### src/rtl/irq_ctrl_pkg.sv
package irq_ctrl_pkg;
   localparam int REG_COUNT = 8;
   localparam int REG_AW    = $clog2(REG_COUNT);

   typedef enum logic [REG_AW-1:0] {
      OFS_STATUS = 3'd0,
      OFS_PEND   = 3'd1,
      OFS_ENABLE = 3'd2,
      OFS_ACK    = 3'd3,
      OFS_SETEN  = 3'd4,
      OFS_CLREN  = 3'd5,
      OFS_VECTOR = 3'd6,
      OFS_MASTER = 3'd7
   } reg_ofs_e;

   localparam int MST_OUT_BIT = 0;
   localparam int MST_CAP_BIT = 1;
endpackage

### src/rtl/irq_src_capture.sv
module irq_src_capture #(
   parameter int              NSRC        = 32,
   parameter logic [NSRC-1:0] EDGE_MASK   = '0,
   parameter int              SYNC_STAGES = 2
) (
   input  logic            clk,
   input  logic            rst,
   input  logic [NSRC-1:0] src_i,
   output logic [NSRC-1:0] lvl_o,
   output logic [NSRC-1:0] rise_o
);
   for (genvar b = 0; b < NSRC; b++) begin : g_src
      logic [SYNC_STAGES-1:0] chain_q;
      always_ff @(posedge clk) begin
         if (rst) chain_q <= '0;
         else     chain_q <= {chain_q[SYNC_STAGES-2:0], src_i[b]};
      end
      if (EDGE_MASK[b]) begin : g_edge
         logic last_q;
         always_ff @(posedge clk) begin
            if (rst) last_q <= 1'b0;
            else     last_q <= chain_q[SYNC_STAGES-1];
         end
         assign rise_o[b] = chain_q[SYNC_STAGES-1] & ~last_q;
         assign lvl_o[b]  = 1'b0;
      end else begin : g_level
         assign rise_o[b] = 1'b0;
         assign lvl_o[b]  = chain_q[SYNC_STAGES-1];
      end
   end
endmodule

### src/rtl/irq_prio_enc.sv
module irq_prio_enc #(
   parameter int NSRC = 32,
   parameter int DW   = 32
) (
   input  logic [NSRC-1:0] req_i,
   output logic [DW-1:0]   vec_o
);
   always_comb begin
      vec_o = '1;
      for (int i = NSRC - 1; i >= 0; i--) begin
         if (req_i[i]) vec_o = DW'(i);
      end
   end
endmodule

### src/rtl/irq_regfile.sv
module irq_regfile
   import irq_ctrl_pkg::*;
#(
   parameter int              NSRC      = 32,
   parameter int              DW        = 32,
   parameter logic [NSRC-1:0] EDGE_MASK = '0
) (
   input  logic              clk,
   input  logic              rst,
   input  logic [REG_AW-1:0] addr_i,
   input  logic              wr_i,
   input  logic [DW-1:0]     wdata_i,
   input  logic              rd_i,
   output logic [DW-1:0]     rdata_o,
   input  logic [NSRC-1:0]   lvl_i,
   input  logic [NSRC-1:0]   rise_i,
   input  logic [DW-1:0]     vector_i,
   output logic [NSRC-1:0]   status_o,
   output logic [NSRC-1:0]   enable_o,
   output logic [NSRC-1:0]   pending_o,
   output logic [DW-1:0]     master_o
);
   logic [NSRC-1:0] status_q, status_d, enable_q, enable_d, wbits;
   logic [DW-1:0]   master_q, ack_q, seten_q, clren_q;

   assign wbits = wdata_i[NSRC-1:0];

   always_comb begin
      status_d = status_q;
      if (wr_i && addr_i == OFS_STATUS) status_d = wbits;
      if (wr_i && addr_i == OFS_ACK)    status_d = status_d & ~wbits;
      if (master_q[MST_CAP_BIT])
         status_d = (status_d & EDGE_MASK) | (lvl_i & ~EDGE_MASK) | rise_i;
   end

   always_comb begin
      enable_d = enable_q;
      if (wr_i) begin
         case (addr_i)
            OFS_ENABLE: enable_d = wbits;
            OFS_SETEN:  enable_d = enable_q | wbits;
            OFS_CLREN:  enable_d = enable_q & ~wbits;
            default:    enable_d = enable_q;
         endcase
      end
   end

   always_ff @(posedge clk) begin
      if (rst) begin
         status_q <= '0;
         enable_q <= '0;
         master_q <= '0;
         ack_q    <= '0;
         seten_q  <= '0;
         clren_q  <= '0;
      end else begin
         status_q <= status_d;
         enable_q <= enable_d;
         if (wr_i && addr_i == OFS_MASTER) master_q <= wdata_i;
         if (wr_i && addr_i == OFS_ACK)    ack_q    <= wdata_i;
         if (wr_i && addr_i == OFS_SETEN)  seten_q  <= wdata_i;
         if (wr_i && addr_i == OFS_CLREN)  clren_q  <= wdata_i;
      end
   end

   assign pending_o = status_q & enable_q;
   assign status_o  = status_q;
   assign enable_o  = enable_q;
   assign master_o  = master_q;

   always_ff @(posedge clk) begin
      if (rst) rdata_o <= '0;
      else if (rd_i) begin
         case (addr_i)
            OFS_STATUS: rdata_o <= DW'(status_q);
            OFS_PEND:   rdata_o <= DW'(pending_o);
            OFS_ENABLE: rdata_o <= DW'(enable_q);
            OFS_ACK:    rdata_o <= ack_q;
            OFS_SETEN:  rdata_o <= seten_q;
            OFS_CLREN:  rdata_o <= clren_q;
            OFS_VECTOR: rdata_o <= vector_i;
            default:    rdata_o <= master_q;
         endcase
      end
   end
endmodule

### src/rtl/irq_ctrl.sv
module irq_ctrl
   import irq_ctrl_pkg::*;
#(
   parameter int              NSRC        = 32,
   parameter int              DW          = 32,
   parameter logic [NSRC-1:0] EDGE_MASK   = '0,
   parameter int              SYNC_STAGES = 2
) (
   input  logic              clk,
   input  logic              rst,
   input  logic [NSRC-1:0]   src_i,
   input  logic [REG_AW-1:0] bus_addr,
   input  logic              bus_wr,
   input  logic [DW-1:0]     bus_wdata,
   input  logic              bus_rd,
   output logic [DW-1:0]     bus_rdata,
   output logic              cpu_irq
);
   if (NSRC < 2 || NSRC > DW) begin : g_bad_nsrc
      $error("irq_ctrl: NSRC must lie in 2..DW");
   end
   if (SYNC_STAGES < 2) begin : g_bad_sync
      $error("irq_ctrl: SYNC_STAGES must be at least 2");
   end

   logic [NSRC-1:0] lvl, rise, status, enable, pending;
   logic [DW-1:0]   vector, master;

   irq_src_capture #(.NSRC(NSRC), .EDGE_MASK(EDGE_MASK), .SYNC_STAGES(SYNC_STAGES)) u_cap (
      .clk(clk), .rst(rst), .src_i(src_i), .lvl_o(lvl), .rise_o(rise));

   irq_prio_enc #(.NSRC(NSRC), .DW(DW)) u_enc (.req_i(pending), .vec_o(vector));

   irq_regfile #(.NSRC(NSRC), .DW(DW), .EDGE_MASK(EDGE_MASK)) u_regs (
      .clk(clk), .rst(rst), .addr_i(bus_addr), .wr_i(bus_wr), .wdata_i(bus_wdata),
      .rd_i(bus_rd), .rdata_o(bus_rdata), .lvl_i(lvl), .rise_i(rise),
      .vector_i(vector), .status_o(status), .enable_o(enable),
      .pending_o(pending), .master_o(master));

   assign cpu_irq = master[MST_OUT_BIT] & master[MST_CAP_BIT] & (|pending);
endmodule

### config.mk
export PLATFORM = sky130hd
export DESIGN_NAME = irq_ctrl
export DESIGN_NICKNAME = d
export VERILOG_FILES = /design/src/rtl/irq_ctrl_pkg.sv /design/src/rtl/irq_src_capture.sv /design/src/rtl/irq_prio_enc.sv /design/src/rtl/irq_regfile.sv /design/src/rtl/irq_ctrl.sv
export SDC_FILE = /design/constraint.sdc
export NUM_CORES = 1
export LEC_CHECK = 0
export BUFFER_PORTS_ARGS = -buffer_cell sky130_fd_sc_hd__buf_2
export CAP_MARGIN = 20
export CORE_MARGIN = 2
export CORE_UTILIZATION = 30
export DETAILED_ROUTE_END_ITERATION = 6
export SYNTH_ARGS = -nofsm -noshare
export SYNTH_HDL_FRONTEND = slang
export SYNTH_SLANG_ARGS = --single-unit
### constraint.sdc
create_clock -name clk -period 3 [get_ports clk]
set_input_delay 0.6 -clock clk [delete_from_list [all_inputs] [get_ports clk]]
set_output_delay 0.6 -clock clk [all_outputs]
set_load 0.01 [all_outputs]
## Word-level counts from Yosys, hierarchy flattened

Cells that the tools add are included.

| operators by class | value |
|---|---|
| divide/modulo/power cells | 0 |
| multipliers | 0 |
| reduce and logical (&&, ||, !) cells | 9 |
| shift-type cells | 0 |
| bitwise operators | 7 |
| magnitude comparators | 0 |
| equal/unequal tests | 7 |
| mux-type cells | 37 |
| add/subtract/negate cells | 0 |

Operator list:

| kind | number |
|---|---|
| 2-to-1 mux 32 bit | 35 |
| one-hot mux 32 bit (7 select lines) | 1 |
| AND 32 bit | 3 |
| one-hot mux 32 bit (3 select lines) | 1 |
| NOT 32 bit | 1 |
| bitwise OR 32 bit | 1 |
| OR reduction 32 bit | 1 |
| == test 3 bit, second input constant | 4 |
| == test 3 x 2 -> 1 bit, second input constant | 2 |
| logical AND 1 bit | 5 |
| == test 3 x 1 -> 1 bit, second input constant | 1 |
| zero test 3 bit | 1 |
| nonzero test 3 bit | 1 |
| AND 1 bit | 2 |
| AND reduction 2 bit | 1 |

| word-level totals | value |
|---|---|
| bits in writable memories | 0 |
| input bits | 71 |
| bits in read-only memories | 0 |
| output and inout port bits | 33 |
| logic and storage cells | 99 |
| flip-flop bits (word level) | 288 |
| latch bits | 0 |
| memories kept | 0 |

## Longest topological paths before layout

| depth | value |
|---|---|
| word-level depth | 34 |
| depth in mapped cells | 10 |
| depth with buffers taken out | 6 |

## Cells and area by module

Synthesis repeated with hierarchy kept, for this count alone.

| unflattened totals | value |
|---|---|
| cell total of the unflattened synthesis | 1740 |
| area, all modules | 14222.4 um^2 |

By module, submodules not included:

| module | cells each | sequential area each (um^2) | area an instance (um^2) | times used |
|---|---|---|---|---|
| irq_regfile | 1439 | 4484.3 | 11175.7 | 1 |
| irq_src_capture | 200 | 1281.2 | 2402.3 | 1 |
| irq_prio_enc | 90 | 0.0 | 565.5 | 1 |
| irq_ctrl | 11 | 0.0 | 78.8 | 1 |

## Worst setup path before layout

OpenSTA, ideal clock, no wires.

| timing | value |
|---|---|
| kind | register to output |
| start point | register u_regs.status_q[21] (netlist: u_regs.status_o[21]) |
| end point | output cpu_irq |
| data required time | 2.400 ns |
| slack | 0.934 ns |
| buffers on the path | 0 |
| cell stages (with the launch flop) | 5 |
| arrival time | 1.466 ns |
| cells stage by stage | dfxtp_1 -> a22oi_2 -> nand4_1 -> or4_4 -> o211a_1 |

| on the way | value |
|---|---|
| cells in the longest elaborated chain, start to end | 3 |

Ends and longest elaborated chain:

| what | RTL line | RTL |
|---|---|---|
| start: declaration | irq_regfile.sv:23 | `logic [NSRC-1:0] status_q, status_d, enable_q, enable_d, wbits;` |
| start signal: assignment | irq_regfile.sv:57 | `status_q <= status_d;` |
| AND 32 bit | irq_regfile.sv:66 | `assign pending_o = status_q & enable_q;` |
| OR reduction 32 bit | irq_ctrl.sv:40 | `assign cpu_irq = master[MST_OUT_BIT] & master[MST_CAP_BIT] & (\|pending);` |
| AND 1 bit | irq_ctrl.sv:40 |  |
| end: declaration | irq_ctrl.sv:17 | `output logic cpu_irq` |

Every way passes these cells.

## Final worst setup path

Same ends and word-level chain as after synthesis.

==> results.py <==
metrics = {
    "placed_design": {
        "dpl.hpwl_um": 27800,
        "place_inst": 2076,
        "port_buffers": 103,
        "place_congestion": 0.944,
        "dp_slack_ns": 0.477,
    },
    "synth": {
        "synthTopCellsByArea": "dfxtp_1, nand2_1, a21oi_1",
        "synth-xor-area-share_pct": 0,
        "syn_avg_cell_area_um2": 8.02,
        "yosys.area_share.simple_pct": 21.2,
        "synth_cell_types": 50,
        "synth_fa_ha_area_share_pct": 0,
        "synth_edf_count": 0,
        "synthMuxAreaShare_pct": 4.47,
        "netlist_area_um2": 12400,
        "synth-async-reset-ratio_pct": 0,
        "ys_seq_elements": 288,
        "synth_top_family_by_area": "compound AO/OA/AOI/OAI gates",
        "synth_nets": 1613,
        "netlist_instances": 1542,
        "synth_top_area_share_pct": 46.6,
        "yosys.area.top_type": "dfxtp_1",
        "synth_flop_cell": "dfxtp_1",
        "synth_compound_area_share_pct": 22.8,
        "ys_warn_count": 0,
        "seq_area_frac_synth_pct": 46.6,
    },
    "drt": {
        "ant_nets": 0,
        "wl_per_cell_um": 18.7,
        "drc": 0,
        "via_count": 11059,
        "viasPerCell": 5.18,
        "drtIter0Drc": 1130,
        "routed_wl_um": 39900,
        "drtPass1Iterations": 5,
    },
    "clock_network": {
        "cts.sinks": 288,
        "clk_path_buf_depth": 3,
        "cts_htree_levels": 1,
        "path_clk_slew_ns": 0.06,
        "clock-root-buffer": "clkbuf_16",
        "postCtsHoldBufs": 0,
        "clk_latency_ns": 0.57,
        "cts_tree": "done",
        "numCtsBuffers": 31,
    },
    "die": {
        "fp.dieW_um": 207,
        "ios": 104,
        "num_rows": 74,
        "core_um2": 40700,
        "die_h_um": 207,
        "die_area_um2": 42900,
        "initial_core_util_pct": 30.4,
    },
    "pwr": {
        "p_sw_mw": 2.16,
        "swShare_pct": 25.6,
        "p_comb_share_pct": 9.0,
        "ir_worst_vdd_mv": 0.429,
        "power.leakage_nw": 5.11,
        "p_per_area_nw_per_um2": 585,
        "p_int_mw": 6.27,
        "pwr-share-clk_pct": 43.1,
        "seqPwrFrac_pct": 47.9,
    },
    "timing": {
        "finalHoldViolCount": 0,
        "slew_headroom_pct": 54.2,
        "slew_viol_final": 0,
        "grt_setup_unrepaired": "no",
        "fin_ws_ns": 0.0766,
        "setup_viol": 0,
        "fmax_ghz": 0.342,
        "final.period_utilization_pct": 97.4,
        "skew_ns": 0.0110,
        "period_needed_ns": 2.92,
        "fin_tns_setup_ns": 0,
        "worstMarginPinSlew_ns": 0.681,
    },
    "run_status": {
        "outcome": "finished, final reports clean",
    },
    "min_path": {
        "hp-class": "primary input to flop",
    },
    "critical_path": {
        "critPathSlowestCell": "or4_4",
        "cp_slowest_stage_delay_ns": 0.57,
        "cp_cell_sequence": "a22oi_2 -> nand4_1 -> or4_4 -> o211a_1 -> buf_2",
        "path_class": "flop to output port",
        "crit_required_ns": 2.40,
        "end_kind": "output port",
        "worst-path-max-fanout": 5,
        "startpoint_type": "flop",
        "arrival_ns": 2.32,
    },
    "grt": {
        "grt.total_usage_pct": 17.9,
        "grt_pass1_wl_um": 61900,
        "grt_start_max_net_pins": 122,
        "grt_overflow": 0,
        "antenna_found_initial": 1,
        "grt_pass1_vias": 10390,
    },
    "finish": {
        "antenna_cells": 0,
        "final_cells": 2136,
        "finish.utilization_pct": 35.4,
        "mostFrequentLayoutCell": "nand2_1",
        "syn2layout_area_growth_pct": 16.5,
        "drive_gt1_share_pct": 15.2,
        "layout_common_cells": "nand2_1, dfxtp_1, a21oi_1",
        "nets": 1652,
    },
    "run": {
        "drv_cap": 0,
    },
}
-- final cells by class --
cell class | instances | area [µm²]
Clock buffer | 47 | 896
Fill cell | 4286 | 26300
Tap cell | 532 | 666
Multi-Input combinational cell | 1100 | 6020
Timing Repair Buffer | 159 | 982
Inverter | 1 | 3.75
Clock inverter | 9 | 62.6
Sequential cell | 288 | 5770
-- power by group through the flow --
stage	sequential (mW)	clock, mW	combinational [mW]
global placement	4.11	0	0.741
floorplan	4.10	0	0.462
global route	4.05	3.83	0.827
detailed placement	4.12	0	0.748
CTS	4.03	3.69	0.752
finish	4.03	3.63	0.757
-- through the flow --
step / power (mW) / hold WS [ns] / area [µm²]
5_1_grt: 8.71 / 0.223 / 14400
3_5_place_dp: 4.86 / 0.427 / 13400
4_1_cts: 8.47 / 0.213 / 14400
3_3_place_gp: 4.85 / 0.426 / 13400
6_report: 8.42 / 0.236 / 14400
2_1_floorplan: 4.56 / 0.414 / 12400
-- synthesized netlist by cell type (4+ instances only) --
cell and number:
a22oi_1 41, mux2i_1 44, nor2_1 116, and3_1 4, nand2_1 328, mux2_2 10
a22oi_2 4, nand2b_1 9, nand3_1 11, a211oi_2 10, or3_1 22, o22ai_1 7
a32o_1 5, nor2b_1 79, dfxtp_1 288, buf_1 9, a211oi_1 45, a22o_1 11
buf_2 16, a21oi_1 194, o221ai_1 14, a221oi_1 9, o21ai_0 88, nor4_1 11
clkbuf_1 127
-- cells by family (layout without fill, tap and decap cells) --
kind of cell	count (synthesis)	after routing
AND/OR/NAND/NOR	595	595
AO/OA/AOI/OAI	451	451
flip-flops	288	288
buffers and inverters	154	216
multiplexers	54	54
-- path summary, 6_finish.rpt --
check                                           to  slack [ns]  cells past startpoint                             startpoint
max reg2reg        u_regs.rdata_o[30]$_SDFFE_PP0P_        0.60                      8         u_regs.status_o[21]$_SDFF_PP0_
min          u_cap.g_src[23].chain_q[0]$_SDFF_PP0_        0.24                      2                              src_i[23]
min reg2reg  u_cap.g_src[16].chain_q[1]$_SDFF_PP0_        0.43                      1  u_cap.g_src[16].chain_q[0]$_SDFF_PP0_
max                                        cpu_irq        0.08                      5         u_regs.status_o[21]$_SDFF_PP0_
-- flip-flops by register name, summed over array words and instances, names as in the netlist --
name,count
u_regs.ack_q,32
u_regs.master_o,32
u_regs.rdata_o,32
u_cap.g_src.chain_q,64
u_regs.seten_q,32
u_regs.status_o,32
u_regs.enable_o,32
u_regs.clren_q,32
-- critical path: cells and delay by family (launching register included) --
family	cells	cell delay, ns
flip-flops	1	0.35
buffers and inverters	1	0.15
AND/OR/NAND/NOR	2	0.76
AO/OA/AOI/OAI	2	0.50
-- layer usage --
metal  wire length (µm)  track usage, %  vias to the layer above
met4                897            5.05                        2
met1              19700            27.2                     5202
li1                   -               -                     5396
met2              16600            26.0                      397
met5                  7               0                        -
met3               2730            2.56                       62
-- timing repair --
item | in CTS | in global routing
resized for setup | 5 | 2
hold endpoints to repair | 0 | 0
buffers inserted | 3 | 1
pin swaps | 7 | 5
endpoints found under the setup margin | 1 | 1
Power figures use the tool's default switching activity.
